===== config.mk =====
export PLATFORM = sky130hd
export DESIGN_NAME = adc_conv_ctrl
export DESIGN_NICKNAME = d
export VERILOG_FILES = /design/src/rtl/adc_ctrl_pkg.sv /design/src/rtl/acc_sync.sv /design/src/rtl/acc_rate_gen.sv /design/src/rtl/acc_seq_fsm.sv /design/src/rtl/acc_out_stage.sv /design/src/rtl/adc_conv_ctrl.sv
export SDC_FILE = /design/constraint.sdc
export NUM_CORES = 1
export LEC_CHECK = 0
export ABC_AREA = 1
export BUFFER_PORTS_ARGS = -buffer_cell sky130_fd_sc_hd__buf_2
export CAP_MARGIN = 5
export CORE_MARGIN = 2
export CORE_UTILIZATION = 55
export DETAILED_ROUTE_END_ITERATION = 12
export PLACE_DENSITY = 0.81
export SLEW_MARGIN = 10
export SYNTH_ARGS = -nofsm -noshare
export SYNTH_HDL_FRONTEND = slang
export SYNTH_SLANG_ARGS = --single-unit

===== constraint.sdc =====
create_clock -name clk -period 2.4 [get_ports clk]
set_input_delay 0.36 -clock clk [delete_from_list [all_inputs] [get_ports clk]]
set_output_delay 0.36 -clock clk [all_outputs]
set_load 0.005 [all_outputs]

===== src/rtl/adc_ctrl_pkg.sv =====
package adc_ctrl_pkg;

  typedef enum logic [1:0] {
    RNG_IN    = 2'd0,
    RNG_OVER  = 2'd1,
    RNG_UNDER = 2'd2
  } rng_e;

  typedef enum logic [1:0] {
    ST_IDLE = 2'd0,
    ST_LOW  = 2'd1,
    ST_CONV = 2'd2,
    ST_ACQ  = 2'd3
  } seq_st_e;

  // nanoseconds to clock cycles, rounded up, never below one
  function automatic int ns2cyc(input int ns, input int clk_ns);
    int c;
    c = (ns + clk_ns - 1) / clk_ns;
    return (c < 1) ? 1 : c;
  endfunction

  function automatic rng_e classify(input logic flag, input logic msb);
    if (!flag)    return RNG_IN;
    else if (msb) return RNG_UNDER;
    else          return RNG_OVER;
  endfunction

endpackage


===== src/rtl/acc_sync.sv =====
module acc_sync #(
  parameter int          W       = 1,
  parameter logic [W-1:0] RST_VAL = '0
) (
  input  logic         clk,
  input  logic         rst_n,
  input  logic [W-1:0] d_i,
  output logic [W-1:0] q_o
);
  logic [W-1:0] meta_q, hold_q;

  always_ff @(posedge clk or negedge rst_n) begin
    if (!rst_n) begin
      meta_q <= RST_VAL;
      hold_q <= RST_VAL;
    end else begin
      meta_q <= d_i;
      hold_q <= meta_q;
    end
  end

  assign q_o = hold_q;
endmodule


===== src/rtl/acc_rate_gen.sv =====
module acc_rate_gen #(
  parameter int DIV_W = 16
) (
  input  logic             clk,
  input  logic             rst_n,
  input  logic             en_i,
  input  logic [DIV_W-1:0] period_i,
  output logic             tick_o
);
  logic [DIV_W-1:0] cnt_q;
  logic             last;

  assign last = (cnt_q == period_i - DIV_W'(1));

  always_ff @(posedge clk or negedge rst_n) begin
    if (!rst_n) begin
      cnt_q  <= '0;
      tick_o <= 1'b0;
    end else if (!en_i || period_i == '0) begin
      cnt_q  <= '0;
      tick_o <= 1'b0;
    end else if (last) begin
      cnt_q  <= '0;
      tick_o <= 1'b1;
    end else begin
      cnt_q  <= cnt_q + DIV_W'(1);
      tick_o <= 1'b0;
    end
  end
endmodule


===== src/rtl/acc_seq_fsm.sv =====
module acc_seq_fsm
  import adc_ctrl_pkg::*;
#(
  parameter int CLK_NS  = 10,
  parameter int STRB_NS = 20,
  parameter int ACQ_NS  = 100,
  parameter int TO_NS   = 500
) (
  input  logic clk,
  input  logic rst_n,
  input  logic req_i,
  input  logic busy_s_i,
  output logic convst_n_o,
  output logic cap_o,
  output logic timeout_o
);
  localparam int STRB_CYC = ns2cyc(STRB_NS, CLK_NS);
  localparam int ACQ_CYC  = ns2cyc(ACQ_NS, CLK_NS);
  localparam int TO_CYC   = ns2cyc(TO_NS, CLK_NS);
  localparam int TW       = $clog2(TO_CYC + 1);
  localparam int AW       = $clog2(ACQ_CYC + 1);

  seq_st_e       st_q;
  logic [TW-1:0] tcnt_q;
  logic [AW-1:0] acnt_q;
  logic          cs_q;
  logic          to_q;
  logic          expired;
  logic          held_min;
  logic [AW-1:0] hi_cnt_q;

  assign expired  = (tcnt_q == TW'(TO_CYC - 1));
  assign held_min = (tcnt_q >= TW'(STRB_CYC - 1));
  assign cap_o    = (st_q == ST_LOW) && !busy_s_i;

  always_ff @(posedge clk or negedge rst_n) begin
    if (!rst_n) begin
      st_q   <= ST_IDLE;
      tcnt_q <= '0;
      acnt_q <= '0;
      cs_q   <= 1'b1;
      to_q   <= 1'b0;
    end else begin
      case (st_q)
        ST_IDLE: begin
          if (req_i) begin
            st_q   <= ST_LOW;
            cs_q   <= 1'b0;
            tcnt_q <= '0;
          end
        end
        ST_LOW: begin
          tcnt_q <= tcnt_q + TW'(1);
          if (!busy_s_i) begin
            st_q <= ST_CONV;
          end else if (expired) begin
            st_q <= ST_IDLE;
            cs_q <= 1'b1;
            to_q <= 1'b1;
          end
        end
        ST_CONV: begin
          tcnt_q <= tcnt_q + TW'(1);
          if (busy_s_i && held_min) begin
            st_q   <= ST_ACQ;
            cs_q   <= 1'b1;
            acnt_q <= '0;
          end else if (expired) begin
            st_q <= ST_IDLE;
            cs_q <= 1'b1;
            to_q <= 1'b1;
          end
        end
        default: begin
          acnt_q <= acnt_q + AW'(1);
          if (acnt_q == AW'(ACQ_CYC - 1)) st_q <= ST_IDLE;
        end
      endcase
    end
  end

  assign convst_n_o = cs_q;
  assign timeout_o  = to_q;

  // cycles the start line has been high, saturating; used by the gap check
  always_ff @(posedge clk or negedge rst_n) begin
    if (!rst_n)                         hi_cnt_q <= AW'(ACQ_CYC);
    else if (!cs_q)                     hi_cnt_q <= '0;
    else if (hi_cnt_q != AW'(ACQ_CYC))  hi_cnt_q <= hi_cnt_q + AW'(1);
  end

  AST_RELEASE_AFTER_BUSY: assert property (@(posedge clk) disable iff (!rst_n)
    $rose(convst_n_o) |-> $past(busy_s_i));
  AST_ACQ_GAP: assert property (@(posedge clk) disable iff (!rst_n)
    $fell(convst_n_o) |-> hi_cnt_q >= AW'(ACQ_CYC));
  AST_TIMEOUT_IDLE: assert property (@(posedge clk) disable iff (!rst_n)
    $rose(timeout_o) |-> convst_n_o);
  AST_TIMEOUT_STICKY: assert property (@(posedge clk) disable iff (!rst_n)
    timeout_o |=> timeout_o);
endmodule


===== src/rtl/acc_out_stage.sv =====
module acc_out_stage
  import adc_ctrl_pkg::*;
#(
  parameter int DATA_W = 14,
  parameter int TAG_W  = 8
) (
  input  logic              clk,
  input  logic              rst_n,
  input  logic              cap_i,
  input  logic [DATA_W-1:0] data_i,
  input  logic              flag_i,
  output logic              m_valid_o,
  input  logic              m_ready_i,
  output logic [DATA_W-1:0] m_data_o,
  output logic [1:0]        m_range_o,
  output logic [TAG_W-1:0]  m_tag_o,
  output logic              m_void_o,
  output logic              overflow_o
);
  logic [TAG_W-1:0] conv_idx_q;
  logic             seen_q;
  logic             slot_free;
  rng_e             cls;

  assign slot_free = !m_valid_o || m_ready_i;
  assign cls       = classify(flag_i, data_i[DATA_W-1]);

  always_ff @(posedge clk or negedge rst_n) begin
    if (!rst_n) begin
      conv_idx_q <= '0;
      seen_q     <= 1'b0;
    end else if (cap_i) begin
      conv_idx_q <= conv_idx_q + TAG_W'(1);
      seen_q     <= 1'b1;
    end
  end

  always_ff @(posedge clk or negedge rst_n) begin
    if (!rst_n) begin
      m_valid_o  <= 1'b0;
      m_data_o   <= '0;
      m_range_o  <= RNG_IN;
      m_tag_o    <= '0;
      m_void_o   <= 1'b0;
      overflow_o <= 1'b0;
    end else if (cap_i && slot_free) begin
      m_valid_o <= 1'b1;
      m_data_o  <= data_i;
      m_range_o <= cls;
      m_tag_o   <= conv_idx_q - TAG_W'(1);
      m_void_o  <= !seen_q;
    end else if (cap_i) begin
      overflow_o <= 1'b1;
    end else if (m_valid_o && m_ready_i) begin
      m_valid_o <= 1'b0;
    end
  end

  AST_STREAM_HOLD: assert property (@(posedge clk) disable iff (!rst_n)
    m_valid_o && !m_ready_i |=> m_valid_o && $stable(m_data_o) && $stable(m_tag_o)
      && $stable(m_range_o) && $stable(m_void_o));
  AST_DROP_FLAGS: assert property (@(posedge clk) disable iff (!rst_n)
    cap_i && m_valid_o && !m_ready_i |=> overflow_o);
  AST_OVF_STICKY: assert property (@(posedge clk) disable iff (!rst_n)
    overflow_o |=> overflow_o);
  AST_RANGE_CODE: assert property (@(posedge clk) disable iff (!rst_n)
    m_valid_o |-> m_range_o != 2'd3);
endmodule


===== src/rtl/adc_conv_ctrl.sv =====
module adc_conv_ctrl
  import adc_ctrl_pkg::*;
#(
  parameter int CLK_NS = 10,
  parameter int DATA_W = 14,
  parameter int TAG_W  = 8,
  parameter int DIV_W  = 16
) (
  input  logic              clk,
  input  logic              rst_n,
  input  logic              trig_i,
  input  logic              auto_en_i,
  input  logic [DIV_W-1:0]  rate_div_i,
  output logic              adc_convst_n_o,
  input  logic              adc_busy_i,
  input  logic [DATA_W-1:0] adc_data_i,
  input  logic              adc_ovr_i,
  output logic              m_valid_o,
  input  logic              m_ready_i,
  output logic [DATA_W-1:0] m_data_o,
  output logic [1:0]        m_range_o,
  output logic [TAG_W-1:0]  m_tag_o,
  output logic              m_void_o,
  output logic              overflow_o,
  output logic              timeout_o
);
  localparam int PW = DATA_W + 1;

  logic [PW-1:0] word_s;
  logic          busy_s;
  logic          tick;
  logic          cap;

  acc_sync #(.W(PW), .RST_VAL('0)) u_sync_word (
    .clk(clk), .rst_n(rst_n), .d_i({adc_ovr_i, adc_data_i}), .q_o(word_s));

  acc_sync #(.W(1), .RST_VAL(1'b1)) u_sync_busy (
    .clk(clk), .rst_n(rst_n), .d_i(adc_busy_i), .q_o(busy_s));

  acc_rate_gen #(.DIV_W(DIV_W)) u_rate (
    .clk(clk), .rst_n(rst_n), .en_i(auto_en_i), .period_i(rate_div_i), .tick_o(tick));

  acc_seq_fsm #(.CLK_NS(CLK_NS)) u_seq (
    .clk(clk), .rst_n(rst_n), .req_i(trig_i | tick), .busy_s_i(busy_s),
    .convst_n_o(adc_convst_n_o), .cap_o(cap), .timeout_o(timeout_o));

  acc_out_stage #(.DATA_W(DATA_W), .TAG_W(TAG_W)) u_out (
    .clk(clk), .rst_n(rst_n), .cap_i(cap),
    .data_i(word_s[DATA_W-1:0]), .flag_i(word_s[DATA_W]),
    .m_valid_o(m_valid_o), .m_ready_i(m_ready_i), .m_data_o(m_data_o),
    .m_range_o(m_range_o), .m_tag_o(m_tag_o), .m_void_o(m_void_o),
    .overflow_o(overflow_o));
endmodule


* Yosys cells after proc, flatten, opt, wreduce, memory -nomap -nowiden
Cells that the tools add are included.
Cells by class: mux-type cells 28, $lt $le $gt $ge 1, bitwise operators 3, reduce and logical (&&, ||, !) cells 26, $add $sub $neg 6, equality and inequality tests 10
Operators with widths (number):
- $mux 16 | 2
- $add 16x1->16 const B | 1
- $eq 16x16->1 | 1
- $logic_not 16->1 | 1
- $sub 16x1->16 const B | 1
- $mux 2 | 7
- $mux 1 | 12
- $pmux 6 s2 | 1
- $reduce_and 2->1 | 5
- $add 8x1->8 const B | 1
- $pmux 4 s2 | 1
- $sub 8x1->8 const B | 1
- $add 6x1->6 const B | 1
- $eq 6x6->1 const B | 1
- $ge 6x1->1 const B | 1
- $mux 6 | 1
- $ne 2x2->1 const B | 3
- $pmux 2 s3 | 1
- $reduce_and 3->1 | 2
- $reduce_bool 2->1 | 3
- $add 4x1->4 const B | 1
- $eq 4x4->1 const B | 1
- $logic_and 1x1->1 | 4
- $logic_not 1->1 | 4
- 13 further kinds | 17
Storage, ports and cells: word-level logic and storage cells 93, register bits 99, output and inout port bits 29

* Logic depth before layout (Yosys ltp)
Gate-level depths: netlist of the first run.
word-level depth 5, mapped depth 14

* Hierarchy
A second synthesis of the first run with hierarchy kept.
Second synthesis, totals: cell total of the unflattened synthesis 613, area, all modules 4938.5 sq um
By module, submodules not included:
- acc_rate_gen | area an instance 1645.3 sq um, instances 1, cells each 281, seq. area each 425.4 sq um
- acc_out_stage | area an instance 1580.3 sq um, instances 1, cells each 181, seq. area each 900.9 sq um
- acc_seq_fsm | area an instance 898.4 sq um, instances 1, cells each 116, seq. area each 351.6 sq um
- acc_sync (u_sync_word) | area an instance 750.7 sq um, instances 1, cells each 30, seq. area each 750.7 sq um
- acc_sync (u_sync_busy) | area an instance 52.6 sq um, instances 1, cells each 2, seq. area each 52.6 sq um
- adc_conv_ctrl | area an instance 11.3 sq um, instances 1, cells each 3, seq. area each 0.0 sq um

* Worst setup path before layout of the first run
No wires, ideal clock.
path kind input to register, start in rate_div_i[0], end reg u_rate.cnt_q[8], setup slack 0.586 ns, stages on the path 12, data required time 2.287 ns, path buffers 1, arrival time 1.702 ns, path through inv_1 -> ha_1 -> nand2_1 -> nor2_1 -> nand2_1 -> nand2_1 -> nand3_1 -> nor3_2 -> nand3_2 -> buf_6 -> nand2_1 -> inv_1
On the way: cells in the longest elaborated chain, start to end 4
Ends and longest elaborated chain:
- start, declared | RTL line adc_conv_ctrl.sv:13 | input logic [DIV_W-1:0] rate_div_i,
- $sub 16x1->16 | RTL line acc_rate_gen.sv:13 | assign last = (cnt_q == period_i - DIV_W'(1));
- $eq 16x16->1 | RTL line acc_rate_gen.sv:13
- $mux 16 | RTL line acc_rate_gen.sv:22 | end else if (last) begin
- $mux 16 * | RTL line acc_rate_gen.sv:19 | end else if (!en_i || period_i == '0) begin
- end signal, assigned | RTL line acc_rate_gen.sv:26 | cnt_q <= cnt_q + DIV_W'(1);
- end, declared | RTL line acc_rate_gen.sv:10 | logic [DIV_W-1:0] cnt_q;
Every way passes the cells marked *; elsewhere a longest branch is shown, timed or not. A chain may end at the register's enable or synchronous reset.

* Final worst setup path of the first run
start reg u_seq.st_q[0], end reg u_seq.st_q[1]
On the way: cells in the longest elaborated chain, start to end 3
Ends and longest elaborated chain:
- start, declared | RTL line acc_seq_fsm.sv:23 | seq_st_e st_q;
- start signal, assigned | RTL line acc_seq_fsm.sv:38 | st_q <= ST_IDLE;
- start signal, assigned | RTL line acc_seq_fsm.sv:47 | st_q <= ST_LOW;
- start signal, assigned | RTL line acc_seq_fsm.sv:55 | st_q <= ST_CONV;
- $eq 2x2->1, or another cell as far along | RTL line acc_seq_fsm.sv:44 | case (st_q)
- $reduce_bool 4->1 (no line) / $ne 2x1->1 (equally long branches)
- $reduce_and 2->1 (no line)
Parallel ways exist; a longest one is shown, timed or not.

==> results of run 1 <==
[final timing paths]
path,from,slack (ns),endpoint
worst min register to register,u_sync_word.meta_q[9],0.35,u_sync_word.q_o[9]
max in group asynchronous,rst_n,1.19,u_seq.convst_n_o
worst min-delay path,adc_busy_i,0.09,u_sync_busy.meta_q
worst max-delay path,u_seq.st_q[0],0.29,u_seq.st_q[1]
min in group asynchronous,rst_n,0.51,u_seq.acnt_q[3]
worst max register to register,u_seq.st_q[0],0.29,u_seq.st_q[1]
[synth_stat cells (4+ instances only)]
| library cell | number |
|---|---|
| nand3_1 | 37 |
| xor2_1 | 20 |
| a21oi_1 | 9 |
| xnor2_1 | 9 |
| nor3_1 | 14 |
| nor2_4 | 4 |
| nand2_1 | 151 |
| ha_1 | 13 |
| nand4_1 | 6 |
| dfrtp_1 | 96 |
| a31oi_1 | 5 |
| inv_1 | 79 |
| o21ai_0 | 23 |
| buf_2 | 4 |
| nor2_1 | 67 |
| nand2_2 | 11 |
| inv_2 | 9 |
[cells in the final DEF (no fill, tap or decap), types with 2 or more instances in the layout]
| cell | Yosys | final |
|---|---|---|
| nand2_1 | 151 | 151 |
| nor3_1 | 14 | 14 |
| a31oi_1 | 5 | 5 |
| nand3b_1 | 2 | 2 |
| or2_2 | 2 | 2 |
| nor2_1 | 67 | 66 |
| inv_2 | 9 | 9 |
| and3_1 | 2 | 2 |
| nor4_1 | 2 | 2 |
| inv_1 | 79 | 79 |
| o21ai_0 | 23 | 23 |
| nand3_1 | 37 | 37 |
| nor3_2 | 2 | 2 |
| nor2_2 | 3 | 4 |
| nor2_4 | 4 | 4 |
| xor2_1 | 20 | 20 |
| a21oi_1 | 9 | 9 |
| nand4_1 | 6 | 6 |
| buf_2 | 4 | 64 |
| dfstp_2 | 3 | 3 |
| ha_1 | 13 | 13 |
| bufinv_16 | 0 | 2 |
| nand2_2 | 11 | 11 |
| xnor2_1 | 9 | 9 |
| o22ai_1 | 2 | 2 |
| clkbuf_8 | 0 | 11 |
| dfrtp_1 | 96 | 96 |
| buf_4 | 0 | 4 |
| nand2_4 | 2 | 2 |
[state kept, by name (all words and copies together) (netlist names), 2 cells and up]
register            flops
u_out.conv_idx_q        8
u_out.m_data_o         14
u_out.m_range_o         2
u_out.m_tag_o           8
u_rate.cnt_q           16
u_seq.acnt_q            4
u_seq.st_q              2
u_seq.tcnt_q            6
u_sync_word.meta_q     15
u_sync_word.q_o        15
[final cells by class]
| class | count | area, µm² | share of cell area, % |
|---|---|---|---|
| clock buffers | 11 | 151 | 2.68 |
| clock inverters | 5 | 82.6 | 1.46 |
| inverters | 88 | 330 | 5.84 |
| multi-input cells | 400 | 2090 | 37.0 |
| flip-flops and latches | 99 | 2480 | 43.9 |
| well taps | 108 | 135 | 2.39 |
| repair buffers | 70 | 380 | 6.73 |
[logic make-up (layout without fill, tap and decap cells)]
| logic type | after synthesis | count (layout) | synth area share, % |
|---|---|---|---|
| AO/OA/AOI/OAI | 46 | 46 | 5.16 |
| XOR/XNOR | 29 | 29 | 5.14 |
| adder cells (fa/ha/maj) | 13 | 13 | 3.29 |
| buffers and inverters | 96 | 174 | 7.54 |
| flip-flops | 99 | 99 | 50.2 |
| AND/OR/NAND/NOR | 312 | 312 | 28.7 |
[what timing repair did]
item | in CTS | in global routing
hold buffers | 1 | 0
resized for setup | 0 | 1
endpoints found under the hold margin | 41 | 0
endpoints found under the setup margin | 0 | 1
[metrics by stage]
step	area [µm²]	utilization, %	power, mW
after CTS	5650	64.8	4.96
final	5650	64.8	4.94
after floorplan	4940	-	3.18
after global placement	5410	62.0	3.64
after detailed placement	5410	62.0	3.74
after global routing	5650	64.8	5.29
[metal layers]
metal	GRT usage (%)	wire [µm]	share of wire, %	vias up
li1	-	-	-	1997
met1	27.8	4270	41	1920
met2	39.8	5420	52	100
met3	3.76	463	4.5	18
met4	8.96	183	1.8	0
met5	0	0	0	-
[report_power, final]
part	switching (mW)	internal (mW)	total [mW]
clock network	0.561	0.648	1.21
registers	0.240	2.02	2.26
logic	0.892	0.580	1.47
==> reports/metrics.csv, run 1 <==
metric;value;unit
status;complete, no violations;
wl;10.3;mm
period_share;87.7;%
end_kind;flip-flop;
max_freq;475;MHz
grt_setup_unrepaired;no;
cts.clk_slew.worst_paths;0.09;ns
totalNegativeSetupSlack;0;ns
hpwl;7.78;mm
yosys.area.top_type_share;48.6;%
diodes;0;
critPathSlowestCell;dfrtp_1;
nFillCells;694;
grt_pass1_vias;3996;
critPathMaxStageDelay;0.42;ns
holdPathStages;1;
drt_iter0_markers;186;
yosys_warnings;0;
critical_path_buf_inv_count;3;
rows;34;
hold_ws;0.0916;ns
syn_area;4940;µm²
dp_worst_setup_slack;0.234;ns
final_net_count;718;
async_flop_share;100;%
power.density;873;nW/µm²
cts_tree;yes;
yosysSeqAreaShare;50.2;%
hold_viol;0;
ys_types;42;
vdd_drop_max;0.392;mV
worst_setup_path_start_kind;flip-flop;
syn_to_final_growth;14.3;%
fin_ws;0.294;ns
ys_seq_elements;99;
critPathKind;flip-flop to flip-flop;
tightestPinTransition;0.825;ns
dp.cells;764;
synthFlopType;dfrtp_1;
avgRoutedWirePerCell;13.2;µm
clockBufferDepth;2;
synth_cells;595;
worstPathMaxFanout;7;
fp.dieW;98.8;µm
clock_sinks;99;
slew_viol_final;0;
setup_violations;0;
place.gp.congestion;0.920;
grt_max_degree;59;
cap_violations;0;
path_depth;10;
skew;0.0107;ns
cts_root_buf;clkbuf_8;
crit_chain;inv_1, ha_1, inv_1, nor3_1, nor2_2, inv_1, or2_2, o21ai_0, nand2_1, o21ai_0;
grt_use_total;22.6;%
io_buffers;65;
hp-class;primary input to flip-flop;
final_cells;781;
antenna_found_initial;0;
ant_nets;0;
leakagePower;2.97;nW
die_y;98.8;µm
numCtsBuffers;9;
crit_top_cell;inv_1;
relSlewSlack;44.9;%
arrival;2.38;ns
r2r_cells;10;
ys_top_cells_by_area;dfrtp_1 (49%), nand2_1 (11%), inv_1 (6.0%);
fin_crit;2.11;ns
synth_edf_count;0;
detailroute.via_count;4035;
required;2.67;ns
synth_fp_nets;645;
grt_pass1_wl;17.9;mm
viasPerCell;5.17;
htree_levels;3;
grt_overflow;0;
post-route-drc-count;0;
syn_area_per_cell;8.31;µm²
core-area;8720;µm²
insertion_delay;0.36;ns
drive_gt1_share;18.9;%
cts_setup_buffers;0;
start_util;56.7;%
drt_pass1_iterations;6;
yosysTopAreaCell;dfrtp_1;
crit_family;simple AND/OR/NAND/NOR gates;
io-pin-count;66;
fp.dieArea;9760;µm²
Note: power is estimated with default switching activity, not from simulation.
==> run 2, diff against run 1 <==
--- a/config.mk
+++ b/config.mk
@@ -15,4 +15,5 @@
 export SLEW_MARGIN = 10
 export SYNTH_ARGS = -nofsm -noshare
 export SYNTH_HDL_FRONTEND = slang
+export SYNTH_HIERARCHICAL = 1
 export SYNTH_SLANG_ARGS = --single-unit
==> reports/metrics.csv, run 2 <==
metric;value;unit;change
rows;34;;unchanged
relSlewSlack;59.1;%;was 44.9%
critPathKind;flip-flop to flip-flop;;unchanged
syn_to_final_growth;12.8;%;was 14.3%
cts-resized-gates;0;;unchanged
numCtsBuffers;9;;unchanged
die_y;98.8;µm;about the same
ys_top_cells_by_area;dfrtp_1 (49%), nand2_1 (14%), nor2_1 (6.5%);;was dfrtp_1 (49%), nand2_1 (11%), inv_1 (6.0%)
core-area;8720;µm²;unchanged
violations;negative hold slack;;
tightestPinTransition;0.613;ns;was 0.825 ns
r2r_cells;6;;was 10
grt_pass1_wl;16.9;mm;was 17.9 mm
slew_viol_final;0;;unchanged
hpwl;7.40;mm;was 7.78 mm
cap_violations;0;;unchanged
io-pin-count;66;;unchanged
end_kind;flip-flop;;unchanged
ys_types;31;;was 42
largest_register_ffs;16;;unchanged
fp.dieW;98.8;µm;about the same
power.density;867;nW/µm²;was 873 nW/µm²
synth_common_cells;nand2_1 (188), dfrtp_1 (96), nor2_1 (85), inv_1 (78), nand3_1 (48);;was nand2_1 (151), dfrtp_1 (96), inv_1 (79), nor2_1 (67), nand3_1 (37)
yosysSeqAreaShare;50.2;%;about the same
leakagePower;2.95;nW;was 2.97 nW
totalNegativeSetupSlack;0;ns;unchanged
start_util;56.6;%;was 56.7%
insertion_delay;0.35;ns;was 0.36 ns
reg2reg_to;u_rate/cnt_q[9];;was u_seq.st_q[1]
arrival;2.18;ns;was 2.38 ns
htree_levels;3;;unchanged
vdd_drop_max;0.337;mV;was 0.392 mV
grt_setup_unrepaired;no;;unchanged
syn_area_per_cell;8.06;µm²;was 8.31 µm²
grt_pass1_vias;3861;;was 3,996
diodes;0;;unchanged
max_freq;516;MHz;was 475 MHz
place.gp.congestion;0.874;;was 0.920
drt_pass1_iterations;4;;was 6
synth_edf_count;0;;unchanged
yosys_warnings;6;;was 0
skew;0.00980;ns;was 0.0107 ns
cts_setup_buffers;0;;unchanged
final_common_cell;nand2_1;;unchanged
regMostFlops;u_rate/cnt_q;;was u_rate.cnt_q
drt_iter0_markers;237;;was 186
clockBufferDepth;2;;unchanged
async_flop_share;100;%;unchanged
fin_util;63.9;%;was 64.8%
ant_nets;0;;unchanged
synthFlopType;dfrtp_1;;unchanged
post-route-drc-count;0;;unchanged
required;2.64;ns;was 2.67 ns
period_share;80.7;%;was 87.7%
synth_fp_nets;663;;was 645
avgRoutedWirePerCell;12.1;µm;was 13.2 µm
io_buffers;65;;unchanged
status;complete, but fails checks;;was complete, no violations
worstPathMaxFanout;4;;was 7
synth_cells;613;;was 595
final_cell_mix;nand2_1 (188), dfrtp_1 (96), nor2_1 (85);;was nand2_1 (151), dfrtp_1 (96), inv_1 (79)
viasPerCell;5.01;;was 5.17
yosysTopAreaCell;dfrtp_1;;unchanged
syn_area;4940;µm²;about the same
grt_use_total;21.0;%;was 22.6%
cts_root_buf;clkbuf_8;;unchanged
r2r_slack;0.46;ns;was 0.29 ns
cts_hold_buf;0;;was 1
wl;9.65;mm;was 10.3 mm
final_net_count;736;;was 718
setup_violations;0;;unchanged
clock_sinks;99;;unchanged
ys_seq_elements;99;;unchanged
fin_crit;1.94;ns;was 2.11 ns
hold_ws;-0.000174;ns;was 0.0916 ns
detailroute.via_count;4001;;was 4,035
hold_viol;1;;was 0
drive_gt1_share;15.6;%;was 18.9%
grt_max_degree;51;;was 59
worst_setup_path_start_kind;flip-flop;;unchanged
yosys.area.top_type_share;48.6;%;about the same
post-synth-top-count-cell;nand2_1;;unchanged
cts_tree;yes;;unchanged
grt_overflow;0;;unchanged
fp.dieArea;9750;µm²;was 9760 µm²
antenna_found_initial;0;;unchanged
hp-class;primary input to async pin;;was primary input to flip-flop
r2r-start;u_rate/cnt_q[0];;was u_seq.st_q[0]
cts.clk_slew.worst_paths;0.10;ns;was 0.09 ns
==> run 2: power by group <==
group / switching (mW) / leakage [nW] / internal, mW
Sequential: 0.241 / 1.24 / 2.01
Combinational: 0.948 / 1.61 / 0.613
Clock: 0.609 / 0.101 / 0.408
Total: 1.80 / 2.95 / 3.03
==> run 2: cells by family (layout without fill, tap and decap cells) <==
kind of cell / Yosys count / in the layout / synth area share, %
and+or+nand+nor: 355 / 355 / 30.5
buffers and inverters: 88 / 166 / 7.55
AOI/OAI and AO/OA: 29 / 29 / 3.29
DFF: 99 / 99 / 50.2
xor gates and xnor gates: 29 / 29 / 5.14
adders and majority gates: 13 / 13 / 3.29
==> run 2: through the flow <==
stage                     power [mW]  setup slack [ns]  instance area (µm²)  std cells
final                           4.83             0.462                 5570        799
after global placement          3.73             0.339                 5380        783
after global routing            5.19             0.254                 5570        799
after detailed placement        3.83             0.244                 5380        783
after CTS                       4.86             0.462                 5570        799
after floorplan                 3.31             0.617                 4940        613
==> run 2: layout make-up <==
cell class,count,area (µm²)
inverter,81,304
sequential,99,2480
tap,108,135
fill,735,3150
clock buffer,9,124
multi-input combinational,426,2080
clock inverter,7,70.1
timing repair buffer,69,370
==> run 2: critical path, stage by stage, from the launching register on <==
cell and delay [ns]:
dfrtp_1 0.42, inv_1 0.07, nor3_1 0.43, nand3_1 0.24, nor4_1 0.40, xor2_1 0.19
nor2_1 0.06
==> run 2: worst max-delay path by stage <==
| stage | startpoint | to | depth (start not counted) |
|---|---|---|---|
| detailed placement | rate_div_i[0] | u_rate/cnt_q[8] | 14 |
| floorplan | rate_div_i[0] | u_rate/cnt_q[10] | 14 |
| finish | u_rate/cnt_q[0] | u_rate/cnt_q[9] | 6 |
| global placement | rate_div_i[0] | u_rate/cnt_q[10] | 14 |
| CTS | u_seq/st_q[1] | u_out/m_tag_o[3] | 9 |
| global route | u_rate/cnt_q[0] | u_rate/cnt_q[14] | 10 |
==> run 2: routing by layer <==
metal | vias up | track usage, % | wire, µm | share of wire [%]
li1 | 2023 | - | - | -
met1 | 1877 | 27.3 | 4330 | 45
met2 | 88 | 36.6 | 4850 | 50
met3 | 13 | 1.91 | 352 | 3.6
met4 | 0 | 8.11 | 121 | 1.3
met5 | - | 0 | 0 | 0
==> run 3, diff against run 2 <==
--- a/config.mk
+++ b/config.mk
@@ -5,13 +5,13 @@
 export SDC_FILE = /design/constraint.sdc
 export NUM_CORES = 1
 export LEC_CHECK = 0
-export ABC_AREA = 1
+export ABC_AREA = 0
 export BUFFER_PORTS_ARGS = -buffer_cell sky130_fd_sc_hd__buf_2
 export CAP_MARGIN = 5
 export CORE_MARGIN = 2
-export CORE_UTILIZATION = 55
+export CORE_UTILIZATION = 52
 export DETAILED_ROUTE_END_ITERATION = 12
-export PLACE_DENSITY = 0.81
+export PLACE_DENSITY = 0.8
 export SLEW_MARGIN = 10
 export SYNTH_ARGS = -nofsm -noshare
 export SYNTH_HDL_FRONTEND = slang
==> constraint.sdc (replaced) <==
create_clock -name clk -period 1.6 [get_ports clk]
set_input_delay 0.24 -clock clk [delete_from_list [all_inputs] [get_ports clk]]
set_output_delay 0.24 -clock clk [all_outputs]
set_load 0.005 [all_outputs]
==> reports/metrics.csv, run 3 <==
metric;value;unit;change
status;complete, but fails checks;;unchanged
violations;negative setup slack;;was negative hold slack
grt_use_total;23.7;%;was 21.0%
cts_root_buf;clkbuf_8;;unchanged
grt_overflow;0;;unchanged
fp.dieArea;9670;µm²;was 9750 µm²
yosys.area.top_type_share;51.9;%;was 48.6%
hpwl;7.50;mm;was 7.40 mm
setup_violations;54;;was 0
place.gp.congestion;0.881;;was 0.874
power.density;1420;nW/µm²;was 867 nW/µm²
cts_tree;yes;;unchanged
viasPerCell;5.47;;was 5.01
die_y;98.4;µm;was 98.8 µm
drt_pass1_iterations;4;;unchanged
end_kind;flip-flop;;unchanged
async_flop_share;100;%;unchanged
max_freq;485;MHz;was 516 MHz
syn_to_final_growth;40.7;%;was 12.8%
post-route-drc-count;0;;unchanged
placed_area;5630;µm²;was 5380 µm²
critPathMaxStageDelay;0.40;ns;was 0.43 ns
slew_viol_final;0;;unchanged
skew;0.0144;ns;was 0.00980 ns
yosys_warnings;6;;unchanged
crit_chain;xnor2_1, or3_1, a211o_1, a221o_1, nor4_4, buf_12, nor3_1;;was inv_1, nor3_1, nand3_1, nor4_1, xor2_1, nor2_1
yosysTopAreaCell;dfrtp_1;;unchanged
cts.clk_slew.worst_paths;0.11;ns;was 0.10 ns
antenna_found_initial;0;;unchanged
r2r_slack;-0.46;ns;was 0.46 ns
fp.dieW;98.4;µm;was 98.8 µm
cap_violations;0;;unchanged
insertion_delay;0.36;ns;was 0.35 ns
detailroute.via_count;3796;;was 4,001
drive_gt1_share;41.6;%;was 15.6%
start_util;53.3;%;was 56.6%
yosysSeqAreaShare;53.6;%;was 50.2%
fin_ws;-0.462;ns;was 0.462 ns
relSlewSlack;69.1;%;was 59.1%
hold_viol;0;;was 1
arrival;2.31;ns;was 2.18 ns
htree_levels;3;;unchanged
worst_setup_path_start_kind;flip-flop;;unchanged
final_common_cell;dfrtp_1;;was nand2_1
regMostFlops;u_rate/cnt_q;;unchanged
syn_area_per_cell;11.1;µm²;was 8.06 µm²
grt_pass1_wl;18.5;mm;was 16.9 mm
hp-class;primary input to async pin;;unchanged
post-synth-top-count-cell;dfrtp_1;;was nand2_1
critPathSlowestCell;dfrtp_1;;was nor3_1
tightestPinTransition;0.464;ns;was 0.613 ns
nFillCells;548;;was 735
io_buffers;65;;unchanged
period_share;129;%;was 80.7%
final_cell_mix;dfrtp_1 (96), buf_4 (70), buf_2 (64);;was nand2_1 (188), dfrtp_1 (96), nor2_1 (85)
core-area;8680;µm²;was 8720 µm²
fin_crit;2.06;ns;was 1.94 ns
avgRoutedWirePerCell;17.2;µm;was 12.1 µm
clockBufferDepth;2;;unchanged
final_net_count;631;;was 736
vdd_drop_max;0.896;mV;was 0.337 mV
leakagePower;2.97;nW;was 2.95 nW
ys_types;62;;was 31
numCtsBuffers;9;;unchanged
diodes;0;;unchanged
grt_pass1_vias;3977;;was 3,861
largest_register_ffs;16;;unchanged
synthFlopType;dfrtp_1;;unchanged
synth_edf_count;0;;unchanged
fin_util;75.1;%;was 63.9%
ys_seq_elements;99;;unchanged
postLayoutCellArea;6510;µm²;was 5570 µm²
grt_max_degree;44;;was 51
ys_top_cells_by_area;dfrtp_1 (52%), xnor2_1 (4.5%), mux2_1 (3.6%);;was dfrtp_1 (49%), nand2_1 (14%), nor2_1 (6.5%)
clock_sinks;99;;unchanged
synth_fp_nets;467;;was 663
synth_common_cells;dfrtp_1 (96), nand2_1 (27), xnor2_1 (24), nor2_1 (22), inv_1 (21);;was nand2_1 (188), dfrtp_1 (96), nor2_1 (85), inv_1 (78), nand3_1 (48)
wl;12.0;mm;was 9.65 mm
critPathKind;flip-flop to flip-flop;;unchanged
syn_area;4630;µm²;was 4940 µm²
grt_setup_unrepaired;yes;;was no
worstPathMaxFanout;16;;was 4
synth_cells;417;;was 613
rows;34;;unchanged
drt_iter0_markers;269;;was 237
ant_nets;0;;unchanged
io-pin-count;66;;unchanged
required;1.84;ns;was 2.64 ns
run 3: changes by cell type in the layout (fill, tap and decap cells not counted), moves of 7 or more:
cell           change
a31oi_1            +7
buf_4             +66
buf_6              +7
dlygate4sd3_1     +17
inv_1             -61
mux2_4            +15
nand2_1          -165
nand3_1           -35
nor2_1            -65
nor3_1            +13
o21ai_0            -7
or3_1              +8
xnor2_1           +15
run 3: power breakdown:
group	internal, mW	switching, mW	total [mW]
clock network	0.783	0.974	1.76
logic	2.08	1.97	4.05
registers	3.05	0.362	3.42
run 3: timing repair:
item / 4_1_cts / 5_1_grt
setup endpoints to repair: 42 / 58
hold endpoints to repair: 41 / 0
setup buffers: 4 / 10
gates resized for setup: 29 / 59
pin swaps: 7 / 13
hold buffers: 17 / 0
gates cloned: 2 / 0
run 3: final cells by class:
type | instances | area [µm²] | area share, %
Clock buffer | 9 | 124 | 1.90
Clock inverter | 7 | 103 | 1.58
Inverter | 21 | 78.8 | 1.21
Multi-Input combinational cell | 286 | 2380 | 36.6
Sequential cell | 99 | 2480 | 38.1
Tap cell | 108 | 135 | 2.07
Timing Repair Buffer | 164 | 1210 | 18.6
run 3: kinds of logic after synthesis:
group | Yosys count | synth area share, %
buffers and inverters | 34 | 3.30
DFF | 99 | 53.6
AOI/OAI and AO/OA | 63 | 9.35
adders and majority gates | 13 | 3.51
xor gates and xnor gates | 38 | 7.19
and+or+nand+nor | 148 | 17.8
muxes | 22 | 5.22
run 3: final timing paths:
path,start,endpoint,cells after the start
setup / recovery,u_rate/cnt_q[13],u_rate/cnt_q[5],7
setup reg to reg,u_rate/cnt_q[13],u_rate/cnt_q[5],7
min in group clk,auto_en_i,u_rate/cnt_q[8],5
hold / removal,rst_n,u_seq/timeout_o,2
max in group asynchronous,rst_n,u_rate/cnt_q[5],3
hold reg to reg,u_sync_word/meta_q[11],u_sync_word/q_o[11],0
run 3: layer usage:
layer | part of all wire (%) | wire (µm) | global-route usage, % | vias up
met5 | 0 | 0 | 0 | -
met4 | 1.8 | 213 | 6.43 | 0
met3 | 3.8 | 450 | 4.51 | 19
met2 | 54 | 6440 | 42.7 | 101
met1 | 41 | 4850 | 29.3 | 1881
li1 | - | - | - | 1795
run 3: stage by stage:
step	worst slack [ns]	cells	TNS (ns)	power, mW	hold WS [ns]
after floorplan	-0.804	417	-12.87	5.03	-0.0556
after global placement	-0.849	645	-15.14	6.13	0.199
after detailed placement	-0.886	645	-16.17	6.30	0.199
after CTS	-0.476	684	-8.92	8.41	0.331
after global routing	-0.560	694	-14.11	9.73	0.352
final	-0.462	694	-10.60	9.22	0.348
run 3: critical path, delay by kind of cell (launching register included):
kind	cells	cell delay [ns]
AO/OA/AOI/OAI	2	0.61
AND/OR/NAND/NOR	3	0.58
flip-flops	1	0.40
buffers and inverters	1	0.19
XOR/XNOR	1	0.16
